## config.mk

```make
export PLATFORM = sky130hd
export DESIGN_NAME = wdog_guarded
export DESIGN_NICKNAME = d
export VERILOG_FILES = /design/src/rtl/wdog_pkg.sv /design/src/rtl/wdog_ctrl_reg.sv /design/src/rtl/wdog_counter.sv /design/src/rtl/wdog_guarded.sv
export SDC_FILE = /design/constraint.sdc
export NUM_CORES = 1
export LEC_CHECK = 0
export BUFFER_PORTS_ARGS = -buffer_cell sky130_fd_sc_hd__buf_2
export CAP_MARGIN = 20
export CORE_MARGIN = 8
export CORE_UTILIZATION = 55
export DETAILED_ROUTE_END_ITERATION = 8
export GPL_ROUTABILITY_DRIVEN = 0
export PLACE_DENSITY_LB_ADDON = 0.12
export SETUP_SLACK_MARGIN = 0.5
export SLEW_MARGIN = 15
export SYNTH_ARGS = -nofsm -noshare
export SYNTH_HDL_FRONTEND = slang
export SYNTH_HIERARCHICAL = 1
export SYNTH_SLANG_ARGS = --single-unit
export TNS_END_PERCENT = 30
```

## constraint.sdc

```tcl
create_clock -name clk -period 3.75 [get_ports clk]
set_input_delay 0.1875 -clock clk [delete_from_list [all_inputs] [get_ports clk]]
set_output_delay 0.1875 -clock clk [all_outputs]
set_load 0.01 [all_outputs]
```

## src/rtl/wdog_pkg.sv

```systemverilog
package wdog_pkg;
    localparam int SEL_W     = 3;
    localparam int UNLOCK_B  = 4;
    localparam int RUN_B     = 3;

    typedef logic [SEL_W-1:0] sel_t;

    typedef struct packed {
        logic unlock;
        logic run;
        sel_t sel;
    } ctrl_view_t;

    function automatic logic [7:0] pack_view(input ctrl_view_t v);
        logic [7:0] b;
        b = 8'h00;
        b[UNLOCK_B]      = v.unlock;
        b[RUN_B]         = v.run;
        b[SEL_W-1:0]     = v.sel;
        return b;
    endfunction
endpackage

```

## src/rtl/wdog_ctrl_reg.sv

```systemverilog
module wdog_ctrl_reg
    import wdog_pkg::*;
#(
    parameter int WINDOW = 4
) (
    input  logic       clk,
    input  logic       rst_n,
    input  logic       we,
    input  logic [7:0] wdata,
    output ctrl_view_t view
);
    localparam int WIN_W = $clog2(WINDOW + 1);

    typedef struct packed {
        logic             run;
        sel_t             sel;
        logic [WIN_W-1:0] win;
    } state_t;

    state_t s_d, s_q;
    logic   open_q;

    assign open_q = (s_q.win != '0);

    always_comb begin
        s_d = s_q;
        if (s_q.win != '0) begin
            s_d.win = s_q.win - WIN_W'(1);
        end
        if (we) begin
            s_d.sel = wdata[SEL_W-1:0];
            if (wdata[RUN_B]) begin
                s_d.run = 1'b1;
            end else if (open_q) begin
                s_d.run = 1'b0;
            end
            if (wdata[UNLOCK_B]) begin
                s_d.win = WIN_W'(WINDOW);
            end
        end
    end

    always_ff @(posedge clk) begin
        if (!rst_n) begin
            s_q <= '0;
        end else begin
            s_q <= s_d;
        end
    end

    assign view.unlock = open_q;
    assign view.run    = s_q.run;
    assign view.sel    = s_q.sel;

    assert_guard_R5: assert property (@(posedge clk) disable iff (!rst_n)
        $fell(s_q.run) |-> $past(open_q));

    assert_set_R7: assert property (@(posedge clk) disable iff (!rst_n)
        (we && wdata[RUN_B]) |=> s_q.run);

    assert_unlock_ends_R4: assert property (@(posedge clk) disable iff (!rst_n)
        $fell(open_q) |-> !$past(we && wdata[UNLOCK_B]));

    assert_sel_load_R3: assert property (@(posedge clk) disable iff (!rst_n)
        we |=> (s_q.sel == $past(wdata[SEL_W-1:0])));
endmodule

```

## src/rtl/wdog_counter.sv

```systemverilog
module wdog_counter
    import wdog_pkg::*;
#(
    parameter int BASE_LOG2 = 14
) (
    input  logic clk,
    input  logic rst_n,
    input  logic run,
    input  sel_t sel,
    input  logic tick_en,
    input  logic restart,
    output logic bark
);
    localparam int MAX_SEL = (1 << SEL_W) - 1;
    localparam int CNT_W   = BASE_LOG2 + MAX_SEL + 1;

    typedef struct packed {
        logic [CNT_W-1:0] cnt;
        logic             bark;
    } state_t;

    state_t           s_d, s_q;
    logic [CNT_W-1:0] limit;
    logic [CNT_W-1:0] next_cnt;

    assign limit    = CNT_W'(1) << (BASE_LOG2 + int'(sel));
    assign next_cnt = s_q.cnt + CNT_W'(1);

    always_comb begin
        s_d      = s_q;
        s_d.bark = 1'b0;
        if (restart) begin
            s_d.cnt = '0;
        end else if (run && tick_en) begin
            if (next_cnt >= limit) begin
                s_d.cnt  = '0;
                s_d.bark = 1'b1;
            end else begin
                s_d.cnt = next_cnt;
            end
        end
    end

    always_ff @(posedge clk) begin
        if (!rst_n) begin
            s_q <= '0;
        end else begin
            s_q <= s_d;
        end
    end

    assign bark = s_q.bark;

    assert_pulse_single_R8: assert property (@(posedge clk) disable iff (!rst_n)
        s_q.bark |=> !s_q.bark);

    assert_wrap_R8: assert property (@(posedge clk) disable iff (!rst_n)
        s_q.bark |-> (s_q.cnt == '0));

    assert_restart_R10: assert property (@(posedge clk) disable iff (!rst_n)
        restart |=> (s_q.cnt == '0 && !s_q.bark));

    assert_hold_R9: assert property (@(posedge clk) disable iff (!rst_n)
        (!restart && !(run && tick_en)) |=> ($stable(s_q.cnt) && !s_q.bark));
endmodule

```

## src/rtl/wdog_guarded.sv

```systemverilog
module wdog_guarded
    import wdog_pkg::*;
#(
    parameter int BASE_LOG2 = 14,
    parameter int WINDOW    = 4
) (
    input  logic       clk,
    input  logic       rst_n,
    input  logic       reg_we,
    input  logic [7:0] reg_wdata,
    output logic [7:0] reg_rdata,
    input  logic       tick_en,
    input  logic       restart,
    output logic       reset_req
);
    ctrl_view_t view;

    wdog_ctrl_reg #(.WINDOW(WINDOW)) u_ctrl (
        .clk   (clk),
        .rst_n (rst_n),
        .we    (reg_we),
        .wdata (reg_wdata),
        .view  (view)
    );

    wdog_counter #(.BASE_LOG2(BASE_LOG2)) u_cnt (
        .clk     (clk),
        .rst_n   (rst_n),
        .run     (view.run),
        .sel     (view.sel),
        .tick_en (tick_en),
        .restart (restart),
        .bark    (reset_req)
    );

    assign reg_rdata = pack_view(view);

    assert_reserved_R2: assert property (@(posedge clk) disable iff (!rst_n)
        reg_rdata[7:5] == 3'b000);

    assert_idle_R1: assert property (@(posedge clk)
        !rst_n |=> (reg_rdata == 8'h00 && !reset_req));
endmodule

```

# Word-level counts from Yosys, hierarchy flattened
# Index checks and enable logic that the tools add are counted.
[classes]
n_addsub = 3
order_cmp = 1
n_eq_ne = 0
shift = 1
mux = 7
div = 0
n_bitwise = 2
reduce_logical = 6
mul = 0
[ops]
columns = ["cell", "count"]
rows = [
  ["$shl 1x32->22 const A", 1],
  ["$add 22x1->22 const B", 1],
  ["$ge 22x22->1", 1],
  ["$mux 22", 1],
  ["$mux 3", 3],
  ["$add 4x3->5 const A", 1],
  ["$mux 1", 3],
  ["$reduce_bool 3->1", 1],
  ["$reduce_or 3->1", 1],
  ["$sub 3x1->3 const B", 1],
  ["$not 1->1", 2],
  ["$reduce_and 2->1", 1],
  ["$reduce_bool 2->1", 1],
  ["$reduce_or 2->1", 1],
  ["$logic_and 1x1->1", 1],
]
[word_totals]
output_inout_bits = 9
ff_bits = 30
latch_bits = 0
rom_bits = 0
mem_bits_rw = 0
memories = 0

# Longest topological paths before layout
[depth]
word_depth = 4
depth_mapped = 14

# Hierarchy
# Netlist, hierarchy kept.
[modules_own_cells]
columns = ["mod", "instances", "cells_per_inst", "seq_area_each_um2", "area_each_um2"]
rows = [
  ["wdog_counter", 1, 249, 460.4, 1895.6],
  ["wdog_ctrl_reg", 1, 36, 140.1, 372.9],
  ["wdog_guarded", 1, 4, 0.0, 26.3],
]

# Worst setup path before layout
# OpenSTA, ideal clock, no wires.
[synth_path]
path_type = "register -> register"
start = "register u_cnt/s_q[1] (netlist bit)"
end = "register u_cnt/s_q[14] (netlist bit)"
setup_slack_ns = 0.653
t_arrival_ns = 2.980
required_time_ns = 3.633
path_stages_with_launch = 14
cell_sequence = "dfxtp_1 ha_1 and4_1 nand3_2 nor2_4 nand4_1 xnor2_1 ha_1 nand4_1 nor4_1 o211ai_1 and3_4 buf_4 a32o_1"
[synth_between]
elab_chain_cells = 3
[synth_rtl]
columns = ["element", "line_no", "rtl"]
rows = [
  ["start, declared", "wdog_counter.sv:22", "state_t s_d, s_q;"],
  ["start signal, assigned", "wdog_counter.sv:46", "s_q <= '0;"],
  ["start signal, assigned", "wdog_counter.sv:48", "s_q <= s_d;"],
  ["$add 22x1->22 (*)", "wdog_counter.sv:27", "assign next_cnt = s_q.cnt + CNT_W'(1);"],
  ["$ge 22x22->1", "wdog_counter.sv:35", "if (next_cnt >= limit) begin"],
  ["$mux 22 (*)", "wdog_counter.sv:35", ""],
]
# Every way passes the cells marked *; elsewhere a longest branch is shown, timed or not.
# A chain may end at the register's enable or synchronous reset.

# Final worst setup path
[layout_path]
start = "register u_cnt/s_q[6] (netlist bit)"
end = "register u_cnt/s_q[3] (netlist bit)"
[layout_between]
elab_chain_cells = 3
[layout_rtl]
columns = ["element", "line_no"]
rows = [
  ["$add 22x1->22", "wdog_counter.sv:27"],
  ["$ge 22x22->1", "wdog_counter.sv:35"],
  ["$mux 22", "wdog_counter.sv:35"],
]
# No other way between the ends.

==> results.txt <==
----------------------------------------------------
[Final layout]
  Post-layout nets ... 348
  Area occupied by registers ... 631.9 um2
  Layout fillers ... 350
  Area of combinational cells with multiple inputs ... between 1500 and 2000 um2
  Number of antenna diodes ... 0
  Final design area excluding fillers ... roughly 2600 um2
  Proportion of layout cells with a drive suffix above 1 ... a little over a fifth
  Area Growth Syn to Fin ... 13.63%

[Logic synthesis]
  Gate Count Post-Synth ... slightly below 300
  Post-synth top area share ... 26.17%
  XOR/XNOR Fraction of Synth Area ... 8.015%
  Mapped cell area ... 2295 um2
  Sequential share of the synthesized area ... 26.17%
  Synth area leader ... dfxtp_1
  Simple-Gate Fraction of Synth Area ... 33.21%
  FFs w/ async S/R, synth ... 0%
  Primary FF master, synth ... dfxtp_1
  Post-synthesis sequential element count ... 30
  Ys Warns ... 6
  Main combinational cell family by area after synthesis ... simple AND/OR/NAND/NOR gates
  Area fraction in compound gates after synthesis ... a little over a tenth
  Distinct cell type count after synthesis ... 47
  Synthesized area divided by synthesized cell count ... 7.940 um2
  Number of synthesized flops with an enable pin ... 0
  Share of synthesized cell area in full adder, half adder and majority cells ... 13.09%
  Proportion of synthesized area in mux cells ... 1.745%
  Cell types with the largest area share after synthesis ... dfxtp_1, ha_1, nand2_1

[Clocking]
  Maximum level of the CTS H-tree ... 2
  Clk slew on worst S/H paths ... 0.06 ns
  Total clock buffers created by CTS ... 5
  Buffer cell driving the clock tree root ... clkbuf_8
  Longest Clk Path Bufs ... 2
  Clock tree from TritonCTS ... built
  Clk_lat worst skew ... 0.28 ns
  Number of clock sinks seen by CTS ... 30
  Cts-stage hold buffer count ... 0

[Hold path]
  Worst hold-check path type ... in2reg
  Number of stages on the worst hold path ... 3

[Route]
  Routed wire length ... 5412 um
  Number of DRC markers in iteration 0 ... 97
  DRC violations left ... 0
  Detailed-route via count ... just over 2000
  Post-route antenna net violation count ... 0
  Via density per instance ... 5.775
  Mean routed wirelength per cell ... roughly 15 um
  1st-pass router iterations ... 4

[Placement]
  Instance area after placement ... 2338 um2
  Count of buffers inserted at the top-level ports ... 15
  Total half-perimeter wirelength after legalization and detailed placement ... 3623 um

[Power]
  Reported leakage power ... 1.078 nW
  PD cells ... 298.5 nW/um2
  Overall Power ... 0.0007782 W
  Worst vdd rail ir drop ... between 0.2 and 0.3 mV

[STA]
  Setup violation total in the final timing report ... 0
  Post-route fraction of the period consumed by the critical path ... 83.38%
  Accumulated negative setup slack ... 0 ns
  Achievable clock frequency ... 319.8 MHz
  Count of final hold-check violations ... 0
  Worst relative slew slack ... 51.99%
  Post-layout minimum cycle time ... 3.127 ns
  Final Slew Violations ... 0
  Clk_skew ... 0.006880 ns
  Transition time of the tightest slew-check pin ... 0.7175 ns
  Unrepaired setup endpoints after global routing ... false

[Critical path]
  R2R Setup Slk ... 0.62 ns
  RR Endpoint ... u_cnt/s_q[3]
  Start of the worst register-to-register path ... u_cnt/s_q[6]
  Start point of the critical path ... u_cnt/s_q[6]
  Path depth of the worst reg2reg path ... 13
  Worst-path fanout max ... 8
  Kind of start point of the critical path ... register
  Required time reported for the critical path endpoint ... 3.94 ns
  Capturing instance or port of the critical path ... u_cnt/s_q[3]
  Type of destination of the critical path ... register
  Crit Path Category ... reg2reg
  Critical path arrival ... 3.31 ns

[Die]
  DIE HEIGHT ... 80.59 um
  Placement Rows ... 23
  Width of the chip ... 80.59 um
  IO Count ... 22
  Placeable Area ... 4000 um2
  Area enclosed by the die boundary ... 6495 um2
  Effective utilization at floorplan ... 57.37%

[Job]
  Maximum Capacitance Violations ... 0

[Global routing]
  Pin count of the biggest net entering global routing ... 20
  Remaining global-route overflow ... 0
  First-pass GRT wire length ... 8666 um
  Number of global-route vias before repair ... approximately 1900
  Initial antenna violation count ... 0
  Global Route Usage Sum ... 16.94%

[Outcome]
  Result of the run ... complete, no violations

----------------------------------------------------
[worst min path at each step]
stage,start,endpoint,slack [ns]
finish,reg_wdata[0],u_ctrl/view[0],0.17
CTS,reg_wdata[1],u_ctrl/view[1],0.16
global placement,reg_wdata[2],u_ctrl/view[2],0.45
detailed placement,reg_wdata[0],u_ctrl/view[0],0.46
floorplan,rst_n,u_ctrl/view[3],0.31
global route,reg_wdata[1],u_ctrl/view[1],0.18
[worst max-delay path, cell delays in order (launching register included)]
cell and delay, ns:
dfxtp_4 0.37, and4_4 0.25, and4_4 0.27, nand4_4 0.13, or2_4 0.27, xnor2_1 0.12
ha_1 0.28, nand4_1 0.23, o22ai_1 0.16, a211oi_2 0.21, buf_4 0.17, and3_4 0.25
nand4b_1 0.12, a31oi_1 0.20
[layout make-up]
type                            instances  share of cell area [%]
Clock buffer                            6                   3.167
Multi-Input combinational cell        243                   63.44
Sequential cell                        30                   24.23
Timing Repair Buffer                   26                   6.046
Inverter                                5                  0.7198
Tap cell                               50                   2.399
[kinds of logic (layout without fill, tap and decap cells)]
group	after synthesis	count (layout)
mux	4	4
simple gates	142	145
compound gates	41	41
fa+ha+maj	24	24
buf+inv	25	37
xor+xnor	21	21
other cells	2	8
flops	30	30
[state kept, by name, indices dropped and copies added (netlist names)]
register,count
u_cnt/s_q,22
u_ctrl/view,4
u_ctrl/s_q,3
u_cnt/bark,1
[layout by cell type (no fill, tap or decap), types with 5 or more instances in the layout]
| cell type | count |
|---|---|
| and3_1 | 5 |
| nor3_1 | 6 |
| ha_1 | 23 |
| o21ai_0 | 9 |
| xnor2_1 | 18 |
| inv_1 | 5 |
| dfxtp_4 | 6 |
| a21oi_1 | 15 |
| nand3_1 | 26 |
| dfxtp_1 | 17 |
| clkbuf_8 | 6 |
| nand2_1 | 44 |
| a31oi_1 | 5 |
| nand4_1 | 12 |
| nor2_1 | 16 |
| nor2b_1 | 8 |
| conb_1 | 8 |
| buf_2 | 15 |
| buf_4 | 11 |
| dfxtp_2 | 7 |
[timing repair]
action	in CTS	in global routing
endpoints found under the setup margin	22	23
endpoints found under the hold margin	0	0
buffers inserted	0	9
pin swaps	2	14
cloned	1	2
resized for setup	3	34
[synthesized netlist by cell type (all sizes together) (5+ instances only)]
library cell and count:
nand3 27, inv 5, a21oi 16, nand4 13
ha 24, and3 7, nor2b 8, buf 14
clkbuf 6, o21ai 9, a31oi 5, nor2 18
nor3 6, dfxtp 30, nand2 46, xnor2 18
[metrics by stage]
step           setup WS [ns]  utilization (%)  hold slack (ns)  cells
2_1_floorplan         0.6530                -           0.3050    295
5_1_grt               0.4572            65.19           0.1800    360
3_5_place_dp          0.3179            58.46           0.4561    342
4_1_cts               0.4155            61.03           0.1614    349
3_3_place_gp          0.3886            58.46           0.4465    342
6_report              0.6232            65.19           0.1667    360
[report_power, final]
group          leakage (nW)  internal, W  switching [W]
Combinational         0.783    0.0000759       0.000103
Sequential            0.251     0.000331      0.0000122
Clock                0.0431     0.000141       0.000115
[layer usage]
metal / GRT usage [%] / wire (um)
met1: 21.84 / 2519
met5: 0 / 0
met2: 25.82 / 2546
met4: 7.455 / 99
met3: 4.241 / 246
No activity file was read; power rests on OpenSTA's default activity.
